`src/rtl/ilk_pkg.sv`:
```
package ilk_pkg;

    typedef enum logic [1:0] {
        ST_LOCKED = 2'd0,
        ST_ARMED  = 2'd1,
        ST_RUN    = 2'd2
    } ilk_state_e;

endpackage

```
`src/rtl/ilk_sync.sv`:
```
module ilk_sync #(
    parameter int              W    = 1,
    parameter logic [W-1:0]    INIT = '0
) (
    input  logic         clk,
    input  logic         rst_n,
    input  logic [W-1:0] d_i,
    output logic [W-1:0] q_o
);

    logic [W-1:0] stage1_q;
    logic [W-1:0] stage2_q;

    always_ff @(posedge clk or negedge rst_n) begin
        if (!rst_n) begin
            stage1_q <= INIT;
            stage2_q <= INIT;
        end else begin
            stage1_q <= d_i;
            stage2_q <= stage1_q;
        end
    end

    assign q_o = stage2_q;

endmodule

```
`src/rtl/ilk_channel.sv`:
```
module ilk_channel #(
    parameter int DW = 12
) (
    input  logic          clk,
    input  logic          rst_n,
    input  logic [DW-1:0] meas_i,
    input  logic [DW-1:0] thr_i,
    input  logic          trip_n_i,
    input  logic          clear_i,
    output logic          cond_o,
    output logic          latched_o,
    output logic          new_set_o
);

    logic       over_raw;
    logic [1:0] sync_q;
    logic       latch_q;

    // Comparison on raw data, single-bit result synchronized.
    assign over_raw = (meas_i >= thr_i);

    ilk_sync #(
        .W    (2),
        .INIT (2'b01)
    ) u_sync (
        .clk   (clk),
        .rst_n (rst_n),
        .d_i   ({over_raw, trip_n_i}),
        .q_o   (sync_q)
    );

    // sync_q[1]: over threshold, sync_q[0]: contact (active low)
    assign cond_o = sync_q[1] | ~sync_q[0];

    // Set-priority latch, tripped after power-on.
    always_ff @(posedge clk or negedge rst_n) begin
        if (!rst_n) begin
            latch_q <= 1'b1;
        end else if (cond_o) begin
            latch_q <= 1'b1;
        end else if (clear_i) begin
            latch_q <= 1'b0;
        end
    end

    assign latched_o = latch_q;
    assign new_set_o = cond_o & ~latch_q;

    p_set_prio_r3 : assert property (@(posedge clk) disable iff (!rst_n)
        cond_o |=> latched_o);

    p_no_self_clear_r3 : assert property (@(posedge clk) disable iff (!rst_n)
        (latched_o && !clear_i) |=> latched_o);

endmodule

```
`src/rtl/ilk_reset_fsm.sv`:
```
module ilk_reset_fsm
    import ilk_pkg::*;
(
    input  logic clk,
    input  logic rst_n,
    input  logic btn_i,
    input  logic key_i,
    input  logic any_cond_i,
    input  logic any_latched_i,
    output logic clear_o,
    output logic permit_o
);

    logic [1:0]  ctl_sync;
    logic        btn_s;
    logic        key_s;
    logic        btn_prev_q;
    logic        btn_rise;
    ilk_state_e  state_q;
    ilk_state_e  state_d;

    ilk_sync #(
        .W    (2),
        .INIT (2'b00)
    ) u_sync (
        .clk   (clk),
        .rst_n (rst_n),
        .d_i   ({btn_i, key_i}),
        .q_o   (ctl_sync)
    );

    assign btn_s = ctl_sync[1];
    assign key_s = ctl_sync[0];

    always_ff @(posedge clk or negedge rst_n) begin
        if (!rst_n) begin
            btn_prev_q <= 1'b0;
        end else begin
            btn_prev_q <= btn_s;
        end
    end

    assign btn_rise = btn_s & ~btn_prev_q;
    assign permit_o = key_s & ~any_cond_i;

    // State register
    always_ff @(posedge clk or negedge rst_n) begin
        if (!rst_n) begin
            state_q <= ST_LOCKED;
        end else begin
            state_q <= state_d;
        end
    end

    // Next state
    always_comb begin
        state_d = state_q;
        unique case (state_q)
            ST_LOCKED: if (permit_o) state_d = ST_ARMED;
            ST_ARMED: begin
                if (!permit_o)     state_d = ST_LOCKED;
                else if (btn_rise) state_d = ST_RUN;
            end
            ST_RUN: if (any_cond_i || any_latched_i) state_d = ST_LOCKED;
            default: state_d = ST_LOCKED;
        endcase
    end

    // Outputs
    always_comb begin
        clear_o = 1'b0;
        unique case (state_q)
            ST_ARMED: clear_o = permit_o & btn_rise;
            ST_LOCKED, ST_RUN: clear_o = 1'b0;
            default: clear_o = 1'b0;
        endcase
    end

    p_clear_key_r4 : assert property (@(posedge clk) disable iff (!rst_n)
        clear_o |-> key_s);

    p_clear_quiet_r5 : assert property (@(posedge clk) disable iff (!rst_n)
        clear_o |-> !any_cond_i);

    p_clear_edge_r6 : assert property (@(posedge clk) disable iff (!rst_n)
        clear_o |=> !clear_o);

endmodule

```
`src/rtl/ilk_first_out.sv`:
```
module ilk_first_out #(
    parameter int NCH = 4,
    parameter int IW  = 2
) (
    input  logic           clk,
    input  logic           rst_n,
    input  logic [NCH-1:0] new_set_i,
    input  logic           clear_i,
    output logic [IW-1:0]  idx_o,
    output logic           vld_o
);

    logic [IW-1:0] low_idx;
    logic [IW-1:0] idx_q;
    logic          vld_q;

    // Lowest-numbered newly set channel.
    always_comb begin
        low_idx = '0;
        for (int k = NCH - 1; k >= 0; k--) begin
            if (new_set_i[k]) low_idx = IW'(k);
        end
    end

    always_ff @(posedge clk or negedge rst_n) begin
        if (!rst_n) begin
            idx_q <= '0;
            vld_q <= 1'b0;
        end else if (clear_i) begin
            vld_q <= 1'b0;
        end else if (!vld_q && (|new_set_i)) begin
            idx_q <= low_idx;
            vld_q <= 1'b1;
        end
    end

    assign idx_o = idx_q;
    assign vld_o = vld_q;

    p_fo_hold_r10 : assert property (@(posedge clk) disable iff (!rst_n)
        (vld_q && !clear_i) |=> (vld_q && $stable(idx_q)));

endmodule

```
`src/rtl/interlock_top.sv`:
```
module interlock_top #(
    parameter int NCH = 4,
    parameter int DW  = 12,
    localparam int IW = (NCH > 1) ? $clog2(NCH) : 1
) (
    input  logic              clk,
    input  logic              rst_n,
    input  logic [NCH*DW-1:0] meas_i,
    input  logic [NCH*DW-1:0] thr_i,
    input  logic [NCH-1:0]    trip_n_i,
    input  logic              rst_btn_i,
    input  logic              rst_key_i,
    output logic              act_run_o,
    output logic [NCH-1:0]    tripped_o,
    output logic              reset_ok_o,
    output logic [IW-1:0]     first_idx_o,
    output logic              first_vld_o
);

    logic [NCH-1:0] cond;
    logic [NCH-1:0] latched;
    logic [NCH-1:0] new_set;
    logic           clr;

    for (genvar g = 0; g < NCH; g++) begin : g_ch
        ilk_channel #(
            .DW (DW)
        ) u_ch (
            .clk       (clk),
            .rst_n     (rst_n),
            .meas_i    (meas_i[g*DW +: DW]),
            .thr_i     (thr_i[g*DW +: DW]),
            .trip_n_i  (trip_n_i[g]),
            .clear_i   (clr),
            .cond_o    (cond[g]),
            .latched_o (latched[g]),
            .new_set_o (new_set[g])
        );
    end

    ilk_reset_fsm u_fsm (
        .clk           (clk),
        .rst_n         (rst_n),
        .btn_i         (rst_btn_i),
        .key_i         (rst_key_i),
        .any_cond_i    (|cond),
        .any_latched_i (|latched),
        .clear_o       (clr),
        .permit_o      (reset_ok_o)
    );

    ilk_first_out #(
        .NCH (NCH),
        .IW  (IW)
    ) u_fo (
        .clk       (clk),
        .rst_n     (rst_n),
        .new_set_i (new_set),
        .clear_i   (clr),
        .idx_o     (first_idx_o),
        .vld_o     (first_vld_o)
    );

    assign tripped_o = latched;
    assign act_run_o = ~(|latched);

    p_release_after_clear_r7 : assert property (@(posedge clk) disable iff (!rst_n)
        $rose(act_run_o) |-> $past(clr));

    p_permit_quiet_r9 : assert property (@(posedge clk) disable iff (!rst_n)
        reset_ok_o |-> (cond == '0));

endmodule

```
`config.mk`:
```
export PLATFORM = sky130hd
export DESIGN_NAME = interlock_top
export DESIGN_NICKNAME = d
export VERILOG_FILES = /design/src/rtl/ilk_pkg.sv /design/src/rtl/ilk_sync.sv /design/src/rtl/ilk_channel.sv /design/src/rtl/ilk_reset_fsm.sv /design/src/rtl/ilk_first_out.sv /design/src/rtl/interlock_top.sv
export SDC_FILE = /design/constraint.sdc
export NUM_CORES = 1
export LEC_CHECK = 0
export ABC_AREA = 1
export BUFFER_PORTS_ARGS = -buffer_cell sky130_fd_sc_hd__buf_2
export CAP_MARGIN = 10
export CORE_UTILIZATION = 40
export CTS_BUF_LIST = sky130_fd_sc_hd__clkbuf_8 sky130_fd_sc_hd__clkbuf_16
export CTS_CLUSTER_SIZE = 30
export DETAILED_ROUTE_END_ITERATION = 10
export PLACE_DENSITY = 0.74
export RECOVER_POWER = 100
export SLEW_MARGIN = 15
export SYNTH_ARGS = -nofsm -noshare
export SYNTH_HDL_FRONTEND = slang
export SYNTH_SLANG_ARGS = --single-unit
```
`constraint.sdc`:
```
create_clock -name clk -period 2.3 [get_ports clk]
set_input_delay 0.345 -clock clk [delete_from_list [all_inputs] [get_ports clk]]
set_output_delay 0.345 -clock clk [all_outputs]
set_load 0.01 [all_outputs]
```
Word level (Yosys, flattened, before mapping)
Cells that the tools add are included.
{ "op_classes": {"n_lt_le_gt_ge": 4, "n_mux": 17, "n_bitwise": 23, "n_reduce_logical": 14, "n_eq_ne": 5} }
{ "ops": {"columns": ["op", "count"], "rows": [
  [">= comparator 12 bit", 4],
  ["two-way mux 2 bit", 8],
  ["NOT 1 bit", 12],
  ["OR reduction 4 bit", 3],
  ["nonzero test 2 bit", 5],
  ["two-way mux 1 bit", 8],
  ["bitwise AND 1 bit", 7],
  ["one-hot mux 2 bit (3 select lines)", 1],
  ["!= test 2 x 1 -> 1 bit, second input constant", 2],
  ["bitwise OR 1 bit", 4],
  ["!= test 3 bit, second input constant", 1],
  ["AND reduction 3 bit", 1],
  ["== test 2 x 1 -> 1 bit, second input constant", 1],
  ["== test 2 bit, second input constant", 1],
  ["logical NOT 2 bit", 1],
  ["AND reduction 2 bit", 1],
  ["logical AND 1 bit", 1],
  ["logical NOT 1 bit", 1],
  ["logical OR 1 bit", 1]
]} }
{ "word_totals": {"in_bits": 104, "ff_bits": 30, "out_inout_bits": 9} }

Longest topological paths before layout
{ "logic_depth": {"ltp_word": 9, "mapped_depth": 8, "mapped_depth_nobuf": 8} }

Modules after synthesis
Synthesis repeated with hierarchy kept, for this count alone.
{ "hier_totals": {"hier_cells": 335, "hier_area_um2": 2402.3} }
{ "modules_own_cells": {"columns": ["mod", "cells_per_inst", "area_each_um2", "seq_area_each_um2", "instances"], "rows": [
  ["ilk_channel", 65, 381.6, 26.3, 4],
  ["ilk_sync at g_ch[0].u_ch.u_sync ...", 4, 102.6, 102.6, 4],
  ["ilk_first_out", 23, 160.2, 75.1, 1],
  ["ilk_reset_fsm", 20, 158.9, 75.1, 1],
  ["ilk_sync at u_fsm.u_sync", 4, 100.1, 100.1, 1],
  ["interlock_top", 12, 46.3, 0.0, 1]
]} }

Worst setup path after synthesis
No wires, ideal clock.
{ "synth_path": {"path_kind": "register to output", "startpoint": "register g_ch[3].u_ch.u_sync.stage2_q[0]", "endpoint": "output port reset_ok_o", "arrival_ns": 0.908, "path_stages_with_launch": 5, "setup_slack_ns": 1.047, "n_path_buf": 0, "required_ns": 1.955, "path_cell_list": "dfstp_2 > nand2_1 > nor2_1 > nand3_1 > nor2_2"} }
{ "synth_between": {"elab_chain_len": 5} }
{ "synth_rtl": {"columns": ["element", "line_no", "source"], "rows": [
  ["start, declared", "ilk_sync.sv:12", "logic [W-1:0] stage2_q;"],
  ["start signal, assigned", "ilk_sync.sv:20", "stage2_q <= stage1_q;"],
  ["NOT 1 bit", "ilk_channel.sv:33", "assign cond_o = sync_q[1] | ~sync_q[0];"],
  ["bitwise OR 1 bit", "ilk_channel.sv:33", null],
  ["OR reduction 4 bit", "interlock_top.sv:46", ".any_cond_i (|cond),"],
  ["NOT 1 bit", "ilk_reset_fsm.sv:44", "assign permit_o = key_s & ~any_cond_i;"],
  ["bitwise AND 1 bit", "ilk_reset_fsm.sv:44", null],
  ["end, declared", "interlock_top.sv:15", "output logic reset_ok_o,"]
]} }
No other way between the ends.

Worst setup path after layout
Ends and elaborated chain as after synthesis.

==> impl_metrics.csv <==
group,metric,value,unit
die,die_area,6201,sq um
power_and_ir_drop,clkPwrFrac,36.2,%
synth,synth_xor_area_share,0,%
grt,first_global_vias,2079,
flow_run,cap_violations,0,
die,core,5608,sq um
clock_network,cts_root_buffer,"clkbuf_8",
synth,synthSimpleGateAreaFrac,19.17,%
synth,yosysSeqAreaShare,32.50,%
routing,dr_wl_met2,2466,um
final_layout,stdcell_count,488,
final_layout,layout.cells.most_common,"buf_2",
power_and_ir_drop,pwr-share-comb,21.6,%
synth,synth-seq-cells,30,
critical_path,cp.required,1.96,ns
sta,slew_violations,0,
clock_network,path_clk_slew,0.06,ns
clock_network,cts.sinks,30,
clock_network,post_cts_buffers,0,
routing,top_layer,"met4",
clock_network,cts_resized,0,
sta,hold_violations,0,
grt,grt_pass1_wl,7914,um
grt,antenna_found_initial,0,
power_and_ir_drop,power.internal,1.027,mW
clock_network,worstSkewPairLatency,0.27,ns
synth,synth.area.top_cells,"ha_1 (25%), dfrtp_1 (19%), dfstp_2 (13%)",
synth,synth_fp_nets,452,
clock_network,hold_buffers,0,
die,io_pins,113,
final_layout,areaGrowthSynthToFinish,29.53,%
routing,vias,2177,
final_layout,fin_nets,567,
routing,drc,0,
routing,wl_per_cell,9.367,um
routing,postRouteAntennaNets,0,
power_and_ir_drop,seqPwrFrac,42.3,%
clock_network,cts_buffers,5,
power_and_ir_drop,vdd_drop_max,0.0005302,V
synth,synth_top_area_share,25.49,%
final_layout,mostFrequentLayoutCells,"buf_2 (105), inv_1 (77), nand2_1 (59), ha_1 (48), a21oi_1 (22)",
synth,ys_warn_count,0,
synth,synth_compound_area_share,9.453,%
status,status,"finished clean",
synth,ys_types,20,
synth,synth_mux_area_share,0,%
final_layout,fill_cells,552,
synth,syn_inst,300,
grt,grt_usage,15.95,%
synth,synth_area,2356,sq um
sta,tightest_slew,1.451,ns
routing,drt_iter0_markers,54,
die,die_x,78.75,um
placed_design,dp_hpwl,4085,um
final_layout,drive_above_1_share,29.33,%
grt,grt_overflow_total,0,
sta,skew,0.005721,ns
sta,timing.setup.tns,0,ns
placed_design,port_buffers,112,
synth,synth_top_family_by_area,"adder cells",
critical_path,cp-end-kind,"primary output",
power_and_ir_drop,p_leak,1.874,nW
synth,avgSynthCellArea,7.853,sq um
die,initial_core_util,42.01,%
sta,fmax,0.5646,GHz
placed_design,dpl.cell_count,480,
sta,grt_setup_unrepaired,"false",
final_layout,antennaDiodeCount,0,
grt,grt_max_degree,31,
synth,synthAdderAreaFrac,25.49,%
clock_network,cts-htree-levels,2,
power_and_ir_drop,p_per_area,445.7,nW/um^2
critical_path,start_kind,"flip-flop",
sta,holdWs,0.1704,ns
sta,setup_viol,0,
power_and_ir_drop,swShare,24.49,%
routing,met3_length,184,um
critical_path,cp_max_fo,3,
placed_design,gp_congestion,0.7923,
clock_network,cts_tree,"yes",
min_path,hold_path.class,"input port to flip-flop",
sta,slew_headroom,3.299,%
critical_path,worstPathArrival,1.43,ns
synth,yosys.area.top_type,"ha_1",
die,die_h,78.75,um
routing,drt_pre_antenna_iters,4,
power_and_ir_drop,power_switching,0.3331,mW
routing,m1WireLength,1870,um
routing,viasPerCell,4.461,
routing,routed_wl,4571,um
sta,finalCritPeriodShare,77.01,%
critical_path,crit_type,"flip-flop to primary output",
sta,min_period,1.771,ns
die,rows,27,
clock_network,cts_buffer_depth,2,
state kept, by name, indices dropped and copies added (netlist names):
name                       flops
g_ch.u_ch.latched_o            4
g_ch.u_ch.u_sync.q_o           8
g_ch.u_ch.u_sync.stage1_q      8
u_fo.idx_o                     2
u_fo.vld_o                     1
u_fsm.btn_prev_q               1
u_fsm.state_q                  2
u_fsm.u_sync.q_o               2
u_fsm.u_sync.stage1_q          2
layer usage:
metal  vias to the layer above  GRT usage, %
met5                         -             0
met1                       955         16.73
li1                       1165             -
met3                         5         2.644
met2                        52         31.74
met4                         0         5.000
synth_stat cells, drive strengths merged:
cell type / instances
a21oi: 22
clkinv: 1
ha: 48
nand4: 5
nor2: 24
o21ai: 9
inv: 75
o21a: 4
nand3: 9
nand2: 59
dfstp: 12
dfrtp: 18
nor4: 1
a21o: 4
buf: 4
and2: 4
a21boi: 1
per-stage QoR:
stage               utilization, %  setup slack, ns  cell area (sq um)  power (mW)
CTS                          54.98           0.5789               3083       1.385
finish                       54.42           0.5288               3052       1.360
global placement             53.08           0.9029               2977      0.8734
global route                 54.42           0.4597               3052       1.453
detailed placement           53.08           0.8852               2977      0.8863
floorplan                        -            1.047               2356      0.7484
critical path, stage by stage (launching register included):
cell      delay [ns]
dfstp_1         0.52
nand2_1         0.09
nor2_1          0.12
nand3_1         0.07
nor2_1          0.18
clkbuf_1        0.18
power groups by stage:
stage	registers [mW]	logic (mW)	clock network (mW)
final	0.575	0.293	0.492
after global routing	0.579	0.350	0.525
after CTS	0.577	0.303	0.505
after detailed placement	0.586	0.301	0
after global placement	0.585	0.289	0
after floorplan	0.583	0.166	0
cell type report:
cell class	count	area [sq um]	share of cell area, %
clock inverters	3	37.54	1.230
multi-input cells	190	1252	41.04
flip-flops and latches	30	765.7	25.09
well taps	72	90.09	2.952
repair buffers	112	551.8	18.08
inverters	76	285.3	9.348
clock buffers	5	68.82	2.255
cell families after synthesis:
kind of cell,count (synthesis)
AND/OR/NAND/NOR,102
buffers and inverters,80
adder cells (fa/ha/maj),48
AO/OA/AOI/OAI,40
flip-flops,30
path summary, 6_finish.rpt:
| check | from | end | slack (ns) | depth (start not counted) |
|---|---|---|---|---|
| setup / recovery | g_ch[3].u_ch.u_sync.q_o[0] | reset_ok_o | 0.53 | 5 |
| hold / removal | trip_n_i[0] | g_ch[0].u_ch.u_sync.stage1_q[0] | 0.17 | 1 |
| setup reg to reg | g_ch[3].u_ch.u_sync.q_o[0] | u_fo.vld_o | 0.79 | 7 |
| hold reg to reg | g_ch[0].u_ch.u_sync.stage1_q[1] | g_ch[0].u_ch.u_sync.q_o[1] | 0.35 | 0 |
| max in group asynchronous | rst_n | g_ch[3].u_ch.u_sync.stage1_q[1] | 1.04 | 1 |
| min in group asynchronous | rst_n | u_fo.idx_o[1] | 0.41 | 1 |
Note: power is estimated with default switching activity, not from simulation.
